**src/rtl/sjs_pkg.sv**
```systemverilog
package sjs_pkg;

  typedef enum logic [1:0] {
    OP_NONE  = 2'd0,
    OP_ERASE = 2'd1,
    OP_PROG  = 2'd2,
    OP_READ  = 2'd3
  } fl_op_e;

  typedef enum logic [3:0] {
    S_REC_FLAG,
    S_REC_ADDR,
    S_IDLE,
    S_ER_ADDR,
    S_PG_ADDR,
    S_ER_DATA,
    S_STG_RD,
    S_STG_PG,
    S_PG_FLAG,
    S_ER_DEST,
    S_BCK_RD,
    S_BCK_PG,
    S_ER_FLAG
  } seq_state_e;

  localparam logic [7:0] BYTE_ERASED = 8'hFF;
  localparam logic [7:0] BYTE_COMMIT = 8'h00;

endpackage

```
**src/rtl/sjs_cmd_port.sv**
```systemverilog
// Holds one flash command until the device is free, then waits for its completion.
module sjs_cmd_port import sjs_pkg::*; #(
  parameter int SECT_W = 8,
  parameter int OFF_W  = 12
)(
  input  logic              clk,
  input  logic              rst_n,
  input  logic              start,
  input  fl_op_e            op,
  input  logic [SECT_W-1:0] sect,
  input  logic [OFF_W-1:0]  off,
  input  logic [7:0]        wdata,
  input  logic              fl_busy,
  input  logic              fl_done,
  input  logic [7:0]        fl_rdata,
  output logic              fl_cmd_valid,
  output logic [1:0]        fl_cmd_op,
  output logic [SECT_W-1:0] fl_cmd_sector,
  output logic [OFF_W-1:0]  fl_cmd_offset,
  output logic [7:0]        fl_cmd_wdata,
  output logic              rsp_done,
  output logic [7:0]        rsp_data
);
  logic              pend_q;
  logic              wait_q;
  fl_op_e            op_q;
  logic [SECT_W-1:0] sect_q;
  logic [OFF_W-1:0]  off_q;
  logic [7:0]        wd_q;

  always_ff @(posedge clk or negedge rst_n) begin
    if (!rst_n) begin
      pend_q <= 1'b0;
      wait_q <= 1'b0;
      op_q   <= OP_NONE;
      sect_q <= '0;
      off_q  <= '0;
      wd_q   <= BYTE_ERASED;
    end else begin
      if (start) begin
        pend_q <= 1'b1;
        op_q   <= op;
        sect_q <= sect;
        off_q  <= off;
        wd_q   <= wdata;
      end else if (pend_q && !fl_busy) begin
        pend_q <= 1'b0;
        wait_q <= 1'b1;
      end else if (wait_q && fl_done) begin
        wait_q <= 1'b0;
      end
    end
  end

  assign fl_cmd_valid  = pend_q && !fl_busy;
  assign fl_cmd_op     = op_q;
  assign fl_cmd_sector = sect_q;
  assign fl_cmd_offset = off_q;
  assign fl_cmd_wdata  = wd_q;
  assign rsp_done      = wait_q && fl_done;
  assign rsp_data      = fl_rdata;
endmodule

```
**src/rtl/sjs_idx_ctr.sv**
```systemverilog
// Byte index walked by both sector copies.
module sjs_idx_ctr #(
  parameter int OFF_W = 12
)(
  input  logic             clk,
  input  logic             rst_n,
  input  logic             clr,
  input  logic             inc,
  output logic [OFF_W-1:0] idx,
  output logic             last
);
  logic [OFF_W-1:0] idx_q;

  always_ff @(posedge clk or negedge rst_n) begin
    if (!rst_n)   idx_q <= '0;
    else if (clr) idx_q <= '0;
    else if (inc) idx_q <= idx_q + 1'b1;
  end

  assign idx  = idx_q;
  assign last = (idx_q == {OFF_W{1'b1}});
endmodule

```
**src/rtl/sjs_stage_sel.sv**
```systemverilog
// Chooses the byte to write during a copy and flags bytes that need no programming.
module sjs_stage_sel import sjs_pkg::*; #(
  parameter int OFF_W = 12
)(
  input  logic             subst_en,
  input  logic [OFF_W-1:0] idx,
  input  logic [OFF_W-1:0] tgt_off,
  input  logic [7:0]       new_byte,
  input  logic [7:0]       rd_byte,
  output logic [7:0]       out_byte,
  output logic             skip
);
  always_comb begin
    out_byte = (subst_en && (idx == tgt_off)) ? new_byte : rd_byte;
    skip     = (out_byte == BYTE_ERASED);
  end
endmodule

```
**src/rtl/sector_journal_seq.sv**
```systemverilog
module sector_journal_seq import sjs_pkg::*; #(
  parameter int SECTOR_BYTES = 4096,
  parameter int SECT_W       = 8,
  parameter int FLAG_SECT    = 253,
  parameter int ADDR_SECT    = 254,
  parameter int DATA_SECT    = 255,
  localparam int OFF_W       = $clog2(SECTOR_BYTES)
)(
  input  logic              clk,
  input  logic              rst_n,
  input  logic              req_valid,
  output logic              req_ready,
  input  logic [SECT_W-1:0] req_sector,
  input  logic [OFF_W-1:0]  req_offset,
  input  logic [7:0]        req_data,
  output logic              upd_done,
  output logic              fl_cmd_valid,
  output logic [1:0]        fl_cmd_op,
  output logic [SECT_W-1:0] fl_cmd_sector,
  output logic [OFF_W-1:0]  fl_cmd_offset,
  output logic [7:0]        fl_cmd_wdata,
  input  logic              fl_busy,
  input  logic              fl_done,
  input  logic [7:0]        fl_rdata
);
  localparam logic [SECT_W-1:0] FLAG_S = SECT_W'(FLAG_SECT);
  localparam logic [SECT_W-1:0] ADDR_S = SECT_W'(ADDR_SECT);
  localparam logic [SECT_W-1:0] DATA_S = SECT_W'(DATA_SECT);

  seq_state_e        state_q;
  logic              issued_q;
  logic [SECT_W-1:0] dest_q;
  logic [OFF_W-1:0]  off_q;
  logic [7:0]        byte_q;
  logic [7:0]        cur_q;
  logic              done_q;

  fl_op_e            c_op;
  logic [SECT_W-1:0] c_sect;
  logic [OFF_W-1:0]  c_off;
  logic [7:0]        c_wd;
  logic              start;
  logic              rsp_done;
  logic [7:0]        rsp_data;
  logic [OFF_W-1:0]  idx;
  logic              idx_last;
  logic              idx_clr;
  logic              idx_inc;
  logic [7:0]        sel_byte;
  logic              sel_skip;
  logic              in_rd;
  logic              in_pg;

  // Command selected by the current step
  always_comb begin
    c_op   = OP_NONE;
    c_sect = '0;
    c_off  = '0;
    c_wd   = BYTE_ERASED;
    case (state_q)
      S_REC_FLAG: begin c_op = OP_READ;  c_sect = FLAG_S; end
      S_REC_ADDR: begin c_op = OP_READ;  c_sect = ADDR_S; end
      S_ER_ADDR:  begin c_op = OP_ERASE; c_sect = ADDR_S; end
      S_PG_ADDR:  begin c_op = OP_PROG;  c_sect = ADDR_S; c_wd = 8'(dest_q); end
      S_ER_DATA:  begin c_op = OP_ERASE; c_sect = DATA_S; end
      S_STG_RD:   begin c_op = OP_READ;  c_sect = dest_q; c_off = idx; end
      S_STG_PG:   begin c_op = OP_PROG;  c_sect = DATA_S; c_off = idx; c_wd = cur_q; end
      S_PG_FLAG:  begin c_op = OP_PROG;  c_sect = FLAG_S; c_wd = BYTE_COMMIT; end
      S_ER_DEST:  begin c_op = OP_ERASE; c_sect = dest_q; end
      S_BCK_RD:   begin c_op = OP_READ;  c_sect = DATA_S; c_off = idx; end
      S_BCK_PG:   begin c_op = OP_PROG;  c_sect = dest_q; c_off = idx; c_wd = cur_q; end
      S_ER_FLAG:  begin c_op = OP_ERASE; c_sect = FLAG_S; end
      default:    c_op = OP_NONE;
    endcase
  end

  assign start = (c_op != OP_NONE) && !issued_q;
  assign in_rd = (state_q == S_STG_RD) || (state_q == S_BCK_RD);
  assign in_pg = (state_q == S_STG_PG) || (state_q == S_BCK_PG);

  assign idx_clr = rsp_done && ((state_q == S_ER_DATA) || (state_q == S_ER_DEST));
  assign idx_inc = rsp_done && !idx_last && ((in_rd && sel_skip) || in_pg);

  sjs_cmd_port #(.SECT_W(SECT_W), .OFF_W(OFF_W)) u_port (
    .clk(clk), .rst_n(rst_n), .start(start), .op(c_op), .sect(c_sect),
    .off(c_off), .wdata(c_wd), .fl_busy(fl_busy), .fl_done(fl_done),
    .fl_rdata(fl_rdata), .fl_cmd_valid(fl_cmd_valid), .fl_cmd_op(fl_cmd_op),
    .fl_cmd_sector(fl_cmd_sector), .fl_cmd_offset(fl_cmd_offset),
    .fl_cmd_wdata(fl_cmd_wdata), .rsp_done(rsp_done), .rsp_data(rsp_data)
  );

  sjs_idx_ctr #(.OFF_W(OFF_W)) u_idx (
    .clk(clk), .rst_n(rst_n), .clr(idx_clr), .inc(idx_inc),
    .idx(idx), .last(idx_last)
  );

  sjs_stage_sel #(.OFF_W(OFF_W)) u_sel (
    .subst_en(state_q == S_STG_RD), .idx(idx), .tgt_off(off_q),
    .new_byte(byte_q), .rd_byte(rsp_data), .out_byte(sel_byte), .skip(sel_skip)
  );

  always_ff @(posedge clk or negedge rst_n) begin
    if (!rst_n) begin
      state_q  <= S_REC_FLAG;
      issued_q <= 1'b0;
      dest_q   <= '0;
      off_q    <= '0;
      byte_q   <= BYTE_ERASED;
      cur_q    <= BYTE_ERASED;
      done_q   <= 1'b0;
    end else begin
      done_q <= 1'b0;
      if (start) issued_q <= 1'b1;
      if (state_q == S_IDLE) begin
        if (req_valid) begin
          dest_q  <= req_sector;
          off_q   <= req_offset;
          byte_q  <= req_data;
          state_q <= S_ER_ADDR;
        end
      end else if (rsp_done) begin
        issued_q <= 1'b0;
        case (state_q)
          S_REC_FLAG: state_q <= (rsp_data != BYTE_ERASED) ? S_REC_ADDR : S_IDLE;
          S_REC_ADDR: begin
            dest_q  <= rsp_data[SECT_W-1:0];
            state_q <= S_ER_DEST;
          end
          S_ER_ADDR:  state_q <= S_PG_ADDR;
          S_PG_ADDR:  state_q <= S_ER_DATA;
          S_ER_DATA:  state_q <= S_STG_RD;
          S_STG_RD: begin
            cur_q <= sel_byte;
            if (!sel_skip)     state_q <= S_STG_PG;
            else if (idx_last) state_q <= S_PG_FLAG;
          end
          S_STG_PG:   state_q <= idx_last ? S_PG_FLAG : S_STG_RD;
          S_PG_FLAG:  state_q <= S_ER_DEST;
          S_ER_DEST:  state_q <= S_BCK_RD;
          S_BCK_RD: begin
            cur_q <= sel_byte;
            if (!sel_skip)     state_q <= S_BCK_PG;
            else if (idx_last) state_q <= S_ER_FLAG;
          end
          S_BCK_PG:   state_q <= idx_last ? S_ER_FLAG : S_BCK_RD;
          S_ER_FLAG: begin
            done_q  <= 1'b1;
            state_q <= S_IDLE;
          end
          default:    state_q <= S_IDLE;
        endcase
      end
    end
  end

  assign req_ready = (state_q == S_IDLE);
  assign upd_done  = done_q;
endmodule

```
**config.mk**
```make
export PLATFORM = sky130hd
export DESIGN_NAME = sector_journal_seq
export DESIGN_NICKNAME = d
export VERILOG_FILES = /design/src/rtl/sjs_pkg.sv /design/src/rtl/sjs_cmd_port.sv /design/src/rtl/sjs_idx_ctr.sv /design/src/rtl/sjs_stage_sel.sv /design/src/rtl/sector_journal_seq.sv
export SDC_FILE = /design/constraint.sdc
export NUM_CORES = 1
export LEC_CHECK = 0
export ABC_AREA = 1
export BUFFER_PORTS_ARGS = -buffer_cell sky130_fd_sc_hd__buf_2
export CORE_AREA = 2 2 126 128
export DETAILED_ROUTE_END_ITERATION = 7
export DIE_AREA = 0 0 128 130
export GPL_ROUTABILITY_DRIVEN = 0
export SYNTH_ARGS = -nofsm -noshare
export SYNTH_HDL_FRONTEND = slang
export SYNTH_SLANG_ARGS = --single-unit
```
**constraint.sdc**
```tcl
create_clock -name clk -period 4.2 [get_ports clk]
set_clock_uncertainty 0.05 [all_clocks]
set_input_delay 0.21 -clock clk [delete_from_list [all_inputs] [get_ports clk]]
set_output_delay 0.21 -clock clk [all_outputs]
set_load 0.05 [all_outputs]
```
# Yosys cells after proc, flatten, opt, wreduce, memory -nomap -nowiden
# Index checks and enable logic that the tools add are counted.
[totals] ff_bits=86 in_bits=41 output_inout_bits=33 word_cells=106
[op_classes] n_addsub=1 eq_ne=19 n_mux=32 bitwise=2 reduce_logical=38
[ops] operator="8-bit 2-to-1 mux" n=5
[ops] operator="4-bit one-hot mux with 10 select lines" n=1
[ops] operator="12-bit 2-to-1 mux" n=3
[ops] operator="4-bit 2-to-1 mux" n=8
[ops] operator="8-bit one-hot mux with 4 select lines" n=1
[ops] operator="8-bit one-hot mux with 3 select lines" n=1
[ops] operator="4-bit equality test, second input constant" n=5
[ops] operator="4-bit by 3-bit equality test with 1-bit output, second input constant" n=4
[ops] operator="4-bit OR reduction" n=4
[ops] operator="12-bit by 1-bit adder with 12-bit output, second input constant" n=1
[ops] operator="12-bit equality test" n=1
[ops] operator="12-bit equality test, second input constant" n=1
[ops] operator="2-bit nonzero test" n=6
[ops] operator="3-bit OR reduction" n=4
[ops] operator="1-bit 2-to-1 mux" n=10
[ops] operator="4-bit by 2-bit equality test with 1-bit output, second input constant" n=2
[ops] operator="8-bit equality test, second input constant" n=1
[ops] operator="1-bit logical AND" n=8
[ops] operator="4-bit != test, second input constant" n=2
[ops] operator="8-bit != test, second input constant" n=1
[ops] operator="2-bit one-hot mux with 3 select lines" n=1
[ops] operator="3-bit AND reduction" n=2
[ops] operator="2-bit OR reduction" n=3
[ops] operator="4-bit by 1-bit equality test with 1-bit output, second input constant" n=1
[ops] operator="other kinds (9)" n=16

# Longest topological paths before layout
[logic_depth] depth_word=9 mapped_depth=18 ltp_nobuf=17

# Cells and area by module
# A second synthesis with hierarchy kept.
[unflattened] hier_cells=700 area_unflattened_um2=4981.0
[modules_own_cells] mod="sector_journal_seq" instances=1 cells_each=360 area_per_inst_um2=2507.4 seq_area_each_um2=1071.0
[modules_own_cells] mod="sjs_cmd_port" instances=1 cells_each=147 area_per_inst_um2=1282.5 seq_area_each_um2=810.8
[modules_own_cells] mod="sjs_idx_ctr" instances=1 cells_each=83 area_per_inst_um2=669.4 seq_area_each_um2=300.3
[modules_own_cells] mod="sjs_stage_sel" instances=1 cells_each=110 area_per_inst_um2=521.8 seq_area_each_um2=0.0

# Worst setup path after synthesis
# No wires, ideal clock.
[synth_path] path_type="flip-flop to flip-flop" from="register state_q[0]" to="register u_idx.idx_q[7] (netlist: u_idx.idx[7])" arrival_time_ns=1.916 required_time_ns=4.030 path_slack_ns=2.114 path_stages_with_launch=18 cell_sequence="dfrtp_1 > inv_1 > nand2_1 > inv_2 > nand2_1 > nor2_1 > nand2_1 > nor2_4 > nand3_1 > nand2_1 > nand2_1 > nor2_2 > nand2_2 > nand2_2 > nand2_1 > nand2_2 > buf_6 > o21ai_2"
[synth_between] elab_chain_len=8 elab_cells_between_ends=18
[synth_rtl] item="from (decl)" line_no="sector_journal_seq.sv:30" text="seq_state_e state_q;"
[synth_rtl] item="from (signal assigned)" line_no="sector_journal_seq.sv:124" text="S_REC_FLAG: state_q <= (rsp_data != BYTE_ERASED) ? S_REC_ADDR : S_IDLE;"
[synth_rtl] item="from (signal assigned)" line_no="sector_journal_seq.sv:137" text="S_STG_PG: state_q <= idx_last ? S_PG_FLAG : S_STG_RD;"
[synth_rtl] item="from (signal assigned)" line_no="sector_journal_seq.sv:145" text="S_BCK_PG: state_q <= idx_last ? S_ER_FLAG : S_BCK_RD;"
[synth_rtl] item="4-bit by 3-bit equality test with 1-bit output" line_no="sector_journal_seq.sv:78, sector_journal_seq.sv:98"
[synth_rtl] item="1-bit logical AND" line_no="sjs_stage_sel.sv:14" text="out_byte = (subst_en && (idx == tgt_off)) ? new_byte : rd_byte;"
[synth_rtl] item="8-bit 2-to-1 mux" line_no="sjs_stage_sel.sv:14"
[synth_rtl] item="8-bit equality test" line_no="sjs_stage_sel.sv:15" text="skip = (out_byte == BYTE_ERASED);"
[synth_rtl] item="1-bit logical AND" line_no="sector_journal_seq.sv:82" text="assign idx_inc = rsp_done && !idx_last && ((in_rd && sel_skip) || in_pg);"
[synth_rtl] item="1-bit logical OR" line_no="sector_journal_seq.sv:82"
[synth_rtl] item="1-bit logical AND" line_no="sector_journal_seq.sv:82"
[synth_rtl] item="2-bit nonzero test (no source line)"
[synth_rtl] item="to (signal assigned)" line_no="sjs_idx_ctr.sv:17" text="else if (inc) idx_q <= idx_q + 1'b1;"
[synth_rtl] item="to (decl)" line_no="sjs_idx_ctr.sv:12" text="logic [OFF_W-1:0] idx_q;"
# Parallel ways exist; a longest one is shown, timed or not.
# A chain may end at the register's enable or synchronous reset.

# Final worst setup path
[layout_path] from="register state_q[3]" to="register state_q[0]"
[layout_between] elab_chain_len=8 elab_cells_between_ends=26
[layout_rtl] item="4-bit by 3-bit equality test with 1-bit output" line_no="sector_journal_seq.sv:98, sector_journal_seq.sv:123"
[layout_rtl] item="1-bit logical AND" line_no="sjs_stage_sel.sv:14"
[layout_rtl] item="8-bit 2-to-1 mux" line_no="sjs_stage_sel.sv:14"
[layout_rtl] item="8-bit equality test" line_no="sjs_stage_sel.sv:15"
[layout_rtl] item="4-bit 2-to-1 mux (on tied branches)" line_no="sector_journal_seq.sv:142, sector_journal_seq.sv:134"
[layout_rtl] item="4-bit one-hot mux with 10 select lines" line_no="sector_journal_seq.sv:123" text="case (state_q)"
[layout_rtl] item="4-bit 2-to-1 mux" line_no="sector_journal_seq.sv:121" text="end else if (rsp_done) begin"
[layout_rtl] item="4-bit 2-to-1 mux" line_no="sector_journal_seq.sv:114" text="if (state_q == S_IDLE) begin"
# Parallel ways exist; a longest one is shown, timed or not. The select of a mux whose other input is x is not followed.

==> summary.txt <==
Run status
  – Outcome: finished, final reports clean

Die
  – Die height: 130 um
  – Initial Util: 29.06%
  – Full die area: 16640 um2
  – # rows: 46
  – Core area: 15420 um2
  – I/O Pins: 74
  – Die width: 128 um

Synthesis
  – Largest family of logic cells by synthesized area: simple AND/OR/NAND/NOR gates
  – Simple-gate share of the synthesized area: 26.47%
  – Synth Area in Compound Gates: 13.68%
  – Mux share of post-synthesis cell area: 2.010%
  – Adder-cell share of the synthesized area: 0.2792%
  – Distinct cells, synth: 35
  – Mapped cell area: 4482 um2
  – Syn_area_per_cell: 7.904 um2
  – Net count after synthesis: 609
  – Synth warn: 0
  – Sequential element share of the synthesized area: 48.69%
  – Cells after Synth: 567
  – Xor and xnor area share after synthesis: 1.954%
  – Register bit total from synthesis: 86

Setup path
  – CP arrival: 3.04 ns
  – Startpoint types: flop
  – Critical Path End Type: flop
  – Crit path max fanout: 12
  – Worst reg2reg path depth: 10
  – Critical path class: flop to flop
  – Critical Path RT: 4.37 ns

Finish
  – Final nets: 682
  – Layout cells sized above 1: 23.88%
  – Finished Core Util: 34.87%
  – Most frequent cells in the layout: nand2_1 (148), nor2_1 (77), buf_2 (72), dfrtp_1 (62), inv_1 (54)
  – Multi-input logic area: 1989 um2
  – P&R area growth vs syn: 20.02%
  – Fill cell count: 1624
  – Most common cell after layout, fill and taps aside: nand2_1
  – Diode count: 0
  – Reg area: 2182 um2

Clocking
  – H-tree Lvls: 3
  – Clock transition at path regs: 0.07 ns
  – Clock latency on the worst-skew pair: 0.34 ns
  – Resized cells post-CTS: 0
  – CTS Buf Count: 9
  – Buffer count from post-CTS setup fixing: 0
  – Clock sinks: 86
  – CTS tree: built
  – Clk buf depth: 2
  – Clk root buf: clkbuf_16

STA
  – Final setup viols: 0
  – Worst hold margin: 0.05441 ns
  – Fmax achieved: 348.7 MHz
  – Slew Limit Headroom: 30.24%
  – Fin. max-slew vios: 0
  – Setup_tns: 0 ns
  – Post-route setup slack: 1.332 ns
  – Period minus WS final: 2.868 ns
  – Worst Tran Pin Value: 1.039 ns
  – Hold Vio Cnt, Final: 0
  – RSZ-0062 raised after global routing: false
  – Crit share post-route: 68.29%

Global routing
  – First-pass GRT wire length: 18980 um
  – Largest net degree at the start of global routing: 57
  – GRT Residual Overflow: 0
  – Vias in the first global route: 3755
  – Global Route Usage Sum: 14.32%
  – Initial antenna violation count: 0

Placed design
  – Dpl ws: 1.341 ns
  – Port buffer count: 73
  – HPWL Detailed: 8792 um

Power
  – Peak supply drop: 244.3 uV
  – Leak: 2.614 nW
  – Power Density: 808.8 nW/um2

Routing
  – First-pass DRT Iterations: 5
  – Vias per inst: 4.711
  – Final wirelength: 11530 um
  – ANT nets after route: 0
  – DR WL/cell: 13.78 um
  – DR iter-0 viols: 240
  – Drc violations: 0
  – DR vias: 3943

Worst hold path
  – HP Class: primary input to flop
  – Min-Delay Path Depth: 2

Flow run
  – Max cap viols: 0
state kept, by name, indices dropped and copies added (netlist names), 2 cells and up:
register and count:
u_idx.idx 12, off_q 12, u_port.fl_cmd_op 2, byte_q 8, cur_q 8, u_port.fl_cmd_offset 12
dest_q 8, u_port.fl_cmd_wdata 8, state_q 4, u_port.fl_cmd_sector 8
metrics by stage:
step / area [um2] / power, mW / cells
floorplan: 4482 / 3.000 / 567
global placement: 5046 / 3.479 / 820
detailed placement: 5046 / 3.499 / 820
CTS: 5379 / 4.379 / 837
global route: 5379 / 4.698 / 837
finish: 5379 / 4.350 / 837
cell usage after synthesis:
cell type	number	area, um2
dfstp_2	24	630.6
mux2_2	8	90.09
a41oi_1	6	52.55
nor2_2	4	25.02
o21ai_0	28	140.1
o21ai_1	2	10.01
nand2_1	148	555.5
buf_2	2	10.01
nand3b_1	1	7.510
a211oi_1	2	15.01
ha_1	1	12.51
nand2_2	4	25.02
clkinv_1	1	3.750
buf_6	1	11.26
a31oi_1	11	68.82
a21o_1	2	15.01
nor3_1	4	20.02
nand3_1	21	105.1
o21ai_2	10	87.58
a21oi_1	29	145.1
inv_1	54	202.7
inv_2	8	30.03
dfrtp_1	62	1551
buf_4	1	7.510
a21boi_0	2	15.01
o22ai_1	6	37.54
nand4_1	17	106.4
a22o_1	1	8.760
nor2_1	77	289.0
nor2_4	3	33.78
o2111ai_1	1	8.760
clkbuf_1	12	45.04
xor2_1	10	87.58
a2111oi_0	1	8.760
nor4_1	3	18.77
final timing paths:
check / slack (ns) / to / startpoint
max: 1.33 / state_q[0] / state_q[3]
min: 0.05 / byte_q[5] / req_data[5]
max reg2reg: 1.33 / state_q[0] / state_q[3]
min reg2reg: 0.42 / cur_q[0] / cur_q[0]
max in group asynchronous: 2.78 / u_port.fl_cmd_wdata[4] / rst_n
min in group asynchronous: 0.41 / u_port.fl_cmd_sector[5] / rst_n
where the power goes:
part / internal (mW) / total [mW] / leakage [nW] / switching, mW
clock: 0.523 / 0.860 / 0.152 / 0.338
combinational: 0.557 / 1.95 / 1.47 / 1.39
sequential: 1.27 / 1.54 / 0.991 / 0.267
logic make-up (layout without fill, tap and decap cells):
family / count (synthesis) / in the layout
xor gates and xnor gates: 10 / 10
muxes: 8 / 8
and+or+nand+nor: 282 / 282
DFF: 86 / 86
adders and majority gates: 1 / 1
AOI/OAI and AO/OA: 101 / 101
buffers and inverters: 79 / 157
metal layers:
layer / part of all wire [%] / global-route usage, % / vias up
li1: - / - / 2025
met1: 49 / 19.79 / 1803
met2: 46 / 22.62 / 94
met3: 3.5 / 2.624 / 21
met4: 1.7 / 5.171 / 0
met5: 0 / 0 / -
worst max-delay path: stages, from the launching register on:
cell and delay, ns:
dfrtp_1 0.44, nor2_1 0.23, inv_1 0.12, nor2_1 0.66, clkinv_1 0.53, nand2_1 0.25
nand2_1 0.07, nand2_1 0.13, inv_1 0.12, nand2_1 0.08, o21ai_0 0.07
area by class of cell:
class                           count  share of cell area [%]
Clock buffer                        9                   4.187
Clock inverter                      7                   1.814
Tap cell                          192                   4.466
Sequential cell                    86                   40.57
Timing Repair Buffer               78                   7.583
Multi-Input combinational cell    402                   36.99
Inverter                           63                   4.396
what timing repair did:
action | in CTS | in global routing
setup endpoints to repair | 0 | 0
hold buffers | 1 | 0
endpoints found under the hold margin | 38 | 0
No activity file was read; power rests on OpenSTA's default activity.
